===== config.mk =====
export PLATFORM = sky130hd
export DESIGN_NAME = cirq_hub
export DESIGN_NICKNAME = d
export VERILOG_FILES = /design/src/rtl/cirq_pkg.sv /design/src/rtl/cirq_gate.sv /design/src/rtl/cirq_pending.sv /design/src/rtl/cirq_rdmux.sv /design/src/rtl/cirq_hub.sv
export SDC_FILE = /design/constraint.sdc
export NUM_CORES = 1
export LEC_CHECK = 0
export BUFFER_PORTS_ARGS = -buffer_cell sky130_fd_sc_hd__clkbuf_2
export CORE_ASPECT_RATIO = 1.75
export CORE_MARGIN = 10
export CORE_UTILIZATION = 56
export DETAILED_ROUTE_END_ITERATION = 7
export PLACE_DENSITY = 0.92
export REMOVE_ABC_BUFFERS = 1
export SLEW_MARGIN = 20
export SYNTH_ARGS = -nofsm -noshare
export SYNTH_HDL_FRONTEND = slang
export SYNTH_HIERARCHICAL = 1
export SYNTH_SLANG_ARGS = --single-unit

===== constraint.sdc =====
create_clock -name clk -period 2.2 [get_ports clk]
set_input_delay 0.11 -clock clk [delete_from_list [all_inputs] [get_ports clk]]
set_output_delay 0.11 -clock clk [all_outputs]
set_load 0.005 [all_outputs]

===== src/rtl/cirq_pkg.sv =====
package cirq_pkg;

  // Register offsets (byte addresses, 4-byte stride)
  localparam int unsigned OFS_STAT  = 0;
  localparam int unsigned OFS_ENSET = 4;
  localparam int unsigned OFS_ENCLR = 8;
  localparam int unsigned OFS_MKSET = 12;
  localparam int unsigned OFS_MKCLR = 16;

  typedef enum logic [2:0] {
    SEL_NONE,
    SEL_STAT,
    SEL_ENSET,
    SEL_ENCLR,
    SEL_MKSET,
    SEL_MKCLR
  } sel_e;

  function automatic sel_e decode_sel(input int unsigned a);
    case (a)
      OFS_STAT:  decode_sel = SEL_STAT;
      OFS_ENSET: decode_sel = SEL_ENSET;
      OFS_ENCLR: decode_sel = SEL_ENCLR;
      OFS_MKSET: decode_sel = SEL_MKSET;
      OFS_MKCLR: decode_sel = SEL_MKCLR;
      default:   decode_sel = SEL_NONE;
    endcase
  endfunction

endpackage


===== src/rtl/cirq_gate.sv =====
// One set/clear gate vector: ones set or clear bits, zeros leave them.
module cirq_gate #(
  parameter int W = 16
) (
  input  logic         clk,
  input  logic         rst,
  input  logic         set_stb,
  input  logic         clr_stb,
  input  logic [W-1:0] bits,
  output logic [W-1:0] q
);

  always_ff @(posedge clk) begin
    if (rst)          q <= '0;
    else if (set_stb) q <= q | bits;
    else if (clr_stb) q <= q & ~bits;
  end


  gate_set_chk: assert property (@(posedge clk) disable iff (rst)
    set_stb |=> ((q & $past(bits)) == $past(bits)));


  gate_clr_chk: assert property (@(posedge clk) disable iff (rst)
    (clr_stb && !set_stb) |=> ((q & $past(bits)) == '0));


  gate_zero_keep_chk: assert property (@(posedge clk) disable iff (rst)
    (set_stb || clr_stb) |=> ((q & ~$past(bits)) == ($past(q) & ~$past(bits))));


  gate_idle_chk: assert property (@(posedge clk) disable iff (rst)
    (!set_stb && !clr_stb) |=> $stable(q));

endmodule


===== src/rtl/cirq_pending.sv =====
// Pending status: latched by enabled sources, cleared by write-one acknowledge.
module cirq_pending #(
  parameter int W = 16
) (
  input  logic         clk,
  input  logic         rst,
  input  logic [W-1:0] src,
  input  logic [W-1:0] en,
  input  logic         ack_stb,
  input  logic [W-1:0] ack_bits,
  output logic [W-1:0] st
);

  for (genvar g = 0; g < W; g++) begin : g_bit
    always_ff @(posedge clk) begin
      if (rst)                         st[g] <= 1'b0;
      else if (src[g] && en[g])        st[g] <= 1'b1;
      else if (ack_stb && ack_bits[g]) st[g] <= 1'b0;
    end
  end


  pend_latch_chk: assert property (@(posedge clk) disable iff (rst)
    1'b1 |=> ((st & $past(src & en)) == $past(src & en)));


  pend_ack_chk: assert property (@(posedge clk) disable iff (rst)
    ack_stb |=> ((st & $past(ack_bits & ~(src & en))) == '0));


  pend_hold_chk: assert property (@(posedge clk) disable iff (rst)
    !ack_stb |=> ((st & $past(st)) == $past(st)));

endmodule


===== src/rtl/cirq_rdmux.sv =====
// Registered read-back selection.
module cirq_rdmux
  import cirq_pkg::*;
#(
  parameter int W = 16
) (
  input  logic         clk,
  input  logic         rst,
  input  logic         rd,
  input  sel_e         sel,
  input  logic [W-1:0] st,
  input  logic [W-1:0] en,
  input  logic [W-1:0] mk,
  output logic [W-1:0] rdata
);

  logic [W-1:0] pick;

  always_comb begin
    case (sel)
      SEL_STAT:             pick = st;
      SEL_ENSET, SEL_ENCLR: pick = en;
      SEL_MKSET, SEL_MKCLR: pick = mk;
      default:              pick = '0;
    endcase
  end

  always_ff @(posedge clk) begin
    if (rst)     rdata <= '0;
    else if (rd) rdata <= pick;
    else         rdata <= '0;
  end


  rd_undef_zero_chk: assert property (@(posedge clk) disable iff (rst)
    (rd && sel == SEL_NONE) |=> (rdata == '0));


  rd_idle_zero_chk: assert property (@(posedge clk) disable iff (rst)
    !rd |=> (rdata == '0));

endmodule


===== src/rtl/cirq_hub.sv =====
module cirq_hub
  import cirq_pkg::*;
#(
  parameter int NSRC   = 16,
  parameter int ADDR_W = 5
) (
  input  logic              clk,
  input  logic              rst,
  input  logic              bus_wr,
  input  logic              bus_rd,
  input  logic [ADDR_W-1:0] bus_addr,
  input  logic [NSRC-1:0]   bus_wdata,
  output logic [NSRC-1:0]   bus_rdata,
  input  logic [NSRC-1:0]   irq_src,
  output logic              irq_out
);

  sel_e            sel;
  logic [NSRC-1:0] en_q;
  logic [NSRC-1:0] mk_q;
  logic [NSRC-1:0] st_q;

  assign sel = decode_sel(int'(bus_addr));

  cirq_gate #(.W(NSRC)) u_en (
    .clk     (clk),
    .rst     (rst),
    .set_stb (bus_wr && sel == SEL_ENSET),
    .clr_stb (bus_wr && sel == SEL_ENCLR),
    .bits    (bus_wdata),
    .q       (en_q)
  );

  cirq_gate #(.W(NSRC)) u_mk (
    .clk     (clk),
    .rst     (rst),
    .set_stb (bus_wr && sel == SEL_MKSET),
    .clr_stb (bus_wr && sel == SEL_MKCLR),
    .bits    (bus_wdata),
    .q       (mk_q)
  );

  cirq_pending #(.W(NSRC)) u_pend (
    .clk      (clk),
    .rst      (rst),
    .src      (irq_src),
    .en       (en_q),
    .ack_stb  (bus_wr && sel == SEL_STAT),
    .ack_bits (bus_wdata),
    .st       (st_q)
  );

  cirq_rdmux #(.W(NSRC)) u_rd (
    .clk   (clk),
    .rst   (rst),
    .rd    (bus_rd),
    .sel   (sel),
    .st    (st_q),
    .en    (en_q),
    .mk    (mk_q),
    .rdata (bus_rdata)
  );

  always_ff @(posedge clk) begin
    if (rst) irq_out <= 1'b0;
    else     irq_out <= |(st_q & mk_q);
  end


  irq_follow_chk: assert property (@(posedge clk) disable iff (rst)
    1'b1 |=> (irq_out == $past(|(st_q & mk_q))));


  reset_quiet_chk: assert property (@(posedge clk)
    rst |=> (!irq_out && bus_rdata == '0));

endmodule


# --- Word-level counts from Yosys, hierarchy flattened ---
# Cells that the tools add are included.
word_totals:
  register_bits: 65
  elab_cells: 134
  inputBits: 41
  out_inout_bits: 17
op_classes:
  n_reduce_logical: 60
  bitwise_logic: 7
  muxes: 38
  n_eq_ne: 9
ops:
  columns: ["cell", "n"]
  rows:
  - ["$mux W16", 4]
  - ["$and A16 B16 Y16", 3]
  - ["$pmux W16 S3", 1]
  - ["$logic_and A1 B1 Y1", 37]
  - ["$reduce_bool A2 Y1", 18]
  - ["$mux W1", 32]
  - ["$or A16 B16 Y16", 2]
  - ["$not A16 Y16", 1]
  - ["$reduce_or A16 Y1", 1]
  - ["$pmux W3 S5", 1]
  - ["$eq A5 B4 Y1 const B", 2]
  - ["$eq A3 B2 Y1 const B", 2]
  - ["$eq A3 B3 Y1 const B", 2]
  - ["$reduce_or A2 Y1", 3]
  - ["$eq A5 B3 Y1 const B", 1]
  - ["$eq A5 B5 Y1 const B", 1]
  - ["$logic_not A5 Y1", 1]
  - ["$eq A3 B1 Y1 const B", 1]
  - ["$not A1 Y1", 1]

# --- Depth between registers and ports, before layout ---
logic_depth:
  depth_word: 7
  ltp_mapped: 9
  ltp_nobuf: 6

# --- Cells and area by module ---
# The synthesis kept the hierarchy.
modules_own_cells:
  columns: ["module", "cells_each", "seq_area_each_um2", "instances", "area_each_um2"]
  rows:
  - ["cirq_gate", 70, 320.3, 2, 703.2]
  - ["cirq_rdmux", 83, 320.3, 1, 939.7]
  - ["cirq_pending", 68, 320.3, 1, 696.9]
  - ["cirq_hub", 25, 20.0, 1, 209.0]

# --- Least setup slack after synthesis ---
# Ideal clock, no wire load.
synth_timing:
  path_kind: "input -> register"
  from: "input port bus_addr[3]"
  to: "register u_rd.rdata[4]"
  arrival_ns: 1.887
  n_path_buf: 3
  cell_stages: 9
  setup_slack_ns: 0.161
  setup_ns: 0.152
  cell_sequence: "or3b_1 > a21boi_1 > clkbuf_1 > inv_1 > ha_1 > clkbuf_1 > clkbuf_1 > a22oi_1 > a221oi_2"
synth_via:
  elab_chain_len: 5
  word_cells_on_any_way: 14
  cone_classes: "9 x eq/ne; 2 x mux; 3 x reduce/logical"
synth_rtl:
  columns: ["item", "line", "source"]
  rows:
  - ["start: declaration", "cirq_hub.sv:11", "input logic [ADDR_W-1:0] bus_addr,"]
  - ["$eq A5 B5 Y1 (tied with other cells)", "cirq_pkg.sv:20", "case (a)"]
  - ["$pmux W3 S5 (*)", "cirq_pkg.sv:20", null]
  - ["net sel[2]", "cirq_hub.sv:18", "sel_e sel;"]
  - ["$eq A3 B3 Y1 / $eq A3 B2 Y1 (equally long branches)", "cirq_rdmux.sv:20", "case (sel)"]
  - ["$reduce_or A2 Y1", "cirq_rdmux.sv:20", null]
  - ["$pmux W16 S3 (*)", "cirq_rdmux.sv:20", null]
  - ["end signal: assignment", "cirq_rdmux.sv:30", "else if (rd) rdata <= pick;"]
  - ["end: declaration", "cirq_rdmux.sv:14", "output logic [W-1:0] rdata"]
# The timed path passes the listed nets; every way through them passes the cells marked *.
# A chain may end at the register's enable or synchronous reset.

# --- Worst setup path in the final report ---
layout_timing:
  from: "input port bus_addr[3]"
  to: "register u_rd.rdata[5]"
# The elaborated chain is that of the path after synthesis.

==> results.json <==
{
  "outcome": "completed",
  "min_path_type": "input pin to flip-flop",
  "root_buffer": "clkbuf_8",
  "fin_area_um2": 3890,
  "p_leak_nw": 1.37,
  "slew_headroom": 0.409,
  "drt_iter0_markers": 272,
  "drt_wl_total_um": 8510,
  "use_met3": 0.0504,
  "layout.nets": 425,
  "die_w_um": 77.6,
  "layout_commonest_cell": "dfxtp_1",
  "cp.arrival_ns": 1.90,
  "path_max_fanout": 16,
  "syn_area_um2": 3250,
  "syn_to_final_growth_pct": 19.6,
  "fin_crit_ns": 1.73,
  "viasPerCell": 6.01,
  "power_w": 0.00245,
  "start_util": 0.582,
  "die_area_um2": 9380,
  "hold_viol": 0,
  "num_rows": 36,
  "skew_ns": 0.00495,
  "stdcell_count": 462,
  "synth_seq_cells": 65,
  "final.setup.tns_ns": 0,
  "cts_made_buffers": 9,
  "ir_drop_v": 0.000370,
  "crit_path_start_kind": "input pin",
  "io_pins": 58,
  "cts_sinks": 65,
  "worst-endpoint-required_ns": 2.37,
  "p_per_area_nw_per_um2": 630,
  "post-route-period-util": 0.786,
  "drc": 0,
  "met1_usage": 0.190,
  "timing.fmax_mhz": 578,
  "synth.area.top_cells": "dfxtp_1 (40%), a21bo_1 (8.0%), a21oi_2 (7.5%), a21bo_2 (6.8%), nand2_1 (5.8%)",
  "track_usage": 0.180,
  "cts_tree": "done",
  "clk_path_buf_depth": 2,
  "firstDrtPassIters": 4,
  "yosysUniqueCellTypes": 32,
  "htreeDepth": 3,
  "r2r_end": "irq_out",
  "ctsHoldBuffers": 11,
  "clk_latency_ns": 0.34,
  "final_cell_mix": "dfxtp_1 (65), clkbuf_2 (57), nand2_1 (50)",
  "endpoint": "u_rd/rdata[5]",
  "synthCells": 316,
  "io_buffers": 57,
  "reg2regPathDepth": 4,
  "placed_area_um2": 3540,
  "ant_nets": 0,
  "grt_max_degree": 50,
  "finalSetupViolCount": 0,
  "cap_viol_max_count": 0,
  "crit_start": "bus_addr[3]",
  "hold_ws_ns": 0.00596,
  "ys.flop_type": "dfxtp_1",
  "slew_violations": 0,
  "grt_use_met2": 0.303,
  "gr-max-usage-layer": "met2",
  "cts_setup_buffers": 0,
  "dp.cells": 434,
  "via_count": 2777,
  "cts.clk_slew.worst_paths_ns": 0.07,
  "tightestPinTransition_ns": 0.887,
  "synth-edff-count": 0,
  "coreArea_um2": 5590,
  "yosys_warnings": 6,
  "timing.rr.start": "u_pend/st[6]",
  "wire_per_inst_um": 18.4,
  "crit_type": "input pin to flip-flop",
  "layout-drive-gt1-share": 0.389,
  "die_y_um": 121,
  "grt_setup_unrepaired": "no",
  "avgSynthCellArea_um2": 10.3,
  "synth_top_area_cell": "dfxtp_1",
  "grt_pass1_vias": 2873,
  "grt_pass1_wl_um": 13700,
  "cts_resized": 0,
  "yosysSeqAreaShare": 0.400,
  "diodes": 0,
  "async_reset_ff_frac": 0,
  "cp-end-kind": "flip-flop",
  "hpwl_um": 5850,
  "grt_antenna_before_repair": 0,
  "grt_overflow": 0,
  "place.gp.congestion": 0.817,
  "r2r_setup_slack_ns": 0.89,
  "yosys.area.top_type_share": 0.400
}
==> per-stage QoR <==
step | setup slack (ns) | utilization
2_1_floorplan | 0.0470 | -
5_1_grt | 0.376 | 0.696
3_5_place_dp | 0.215 | 0.635
3_3_place_gp | 0.311 | 0.635
6_report | 0.471 | 0.696
4_1_cts | 0.533 | 0.693
==> cells by family (layout without fill, tap and decap cells) <==
| family | after synthesis | after routing | share of synthesized area |
|---|---|---|---|
| xor+xnor | 1 | 1 | 0.00269 |
| buf+inv | 31 | 101 | 0.0654 |
| compound gates | 139 | 139 | 0.383 |
| fa+ha+maj | 2 | 2 | 0.00769 |
| flops | 65 | 65 | 0.400 |
| simple gates | 78 | 78 | 0.141 |
==> cell type report <==
cell class                 count  area [µm²]
tap                           76        95.1
inverter                       2        7.51
fill                         428        1700
clock buffer                  13         179
timing repair buffer          84         520
sequential                    65        1300
clock inverter                 2        35.0
multi-input combinational    220        1750
==> report_power, final <==
| group | leakage, nW | internal (W) | switching (W) |
|---|---|---|---|
| Sequential | 0.524 | 0.00119 | 0.00000697 |
| Combinational | 0.732 | 0.0000741 | 0.000110 |
| Clock | 0.112 | 0.000639 | 0.000433 |
==> synthesized netlist by cell type (all sizes together) (2+ instances only) <==
master / number
and3: 2
a21oi: 48
ha: 2
clkbuf: 13
inv: 2
buf: 16
nand2: 50
a21bo: 48
nor4: 2
or4bb: 16
a22o: 3
a22oi: 18
nor2: 3
a221oi: 19
or3b: 2
dfxtp: 65
==> worst max-delay path: stages <==
cell,delay [ns]
clkbuf_2,0.15
or3b_1,0.41
a21boi_1,0.26
inv_1,0.09
ha_1,0.44
a22oi_1,0.32
a221oi_1,0.13
==> layer usage <==
metal  part of all wire  up-vias  routed length [µm]
met4              0.037        0                 316
met3              0.060       26                 512
met2               0.51      117                4370
met5                  0        -                   0
li1                   -     1310                   -
met1               0.39     1324                3310
==> how the worst min path moves through the flow <==
stage,startpoint,endpoint,slack (ns),cells past startpoint
final,irq_src[4],u_pend/st[4],0.006,3
after global routing,irq_src[4],u_pend/st[4],0.01,3
after CTS,irq_src[6],u_pend/st[6],0.0002,3
after detailed placement,irq_src[12],u_pend/st[12],0.35,3
after global placement,irq_src[15],u_pend/st[15],0.34,3
after floorplan,rst,flip-flop,0.17,1
(Power assumes the default switching activity.)
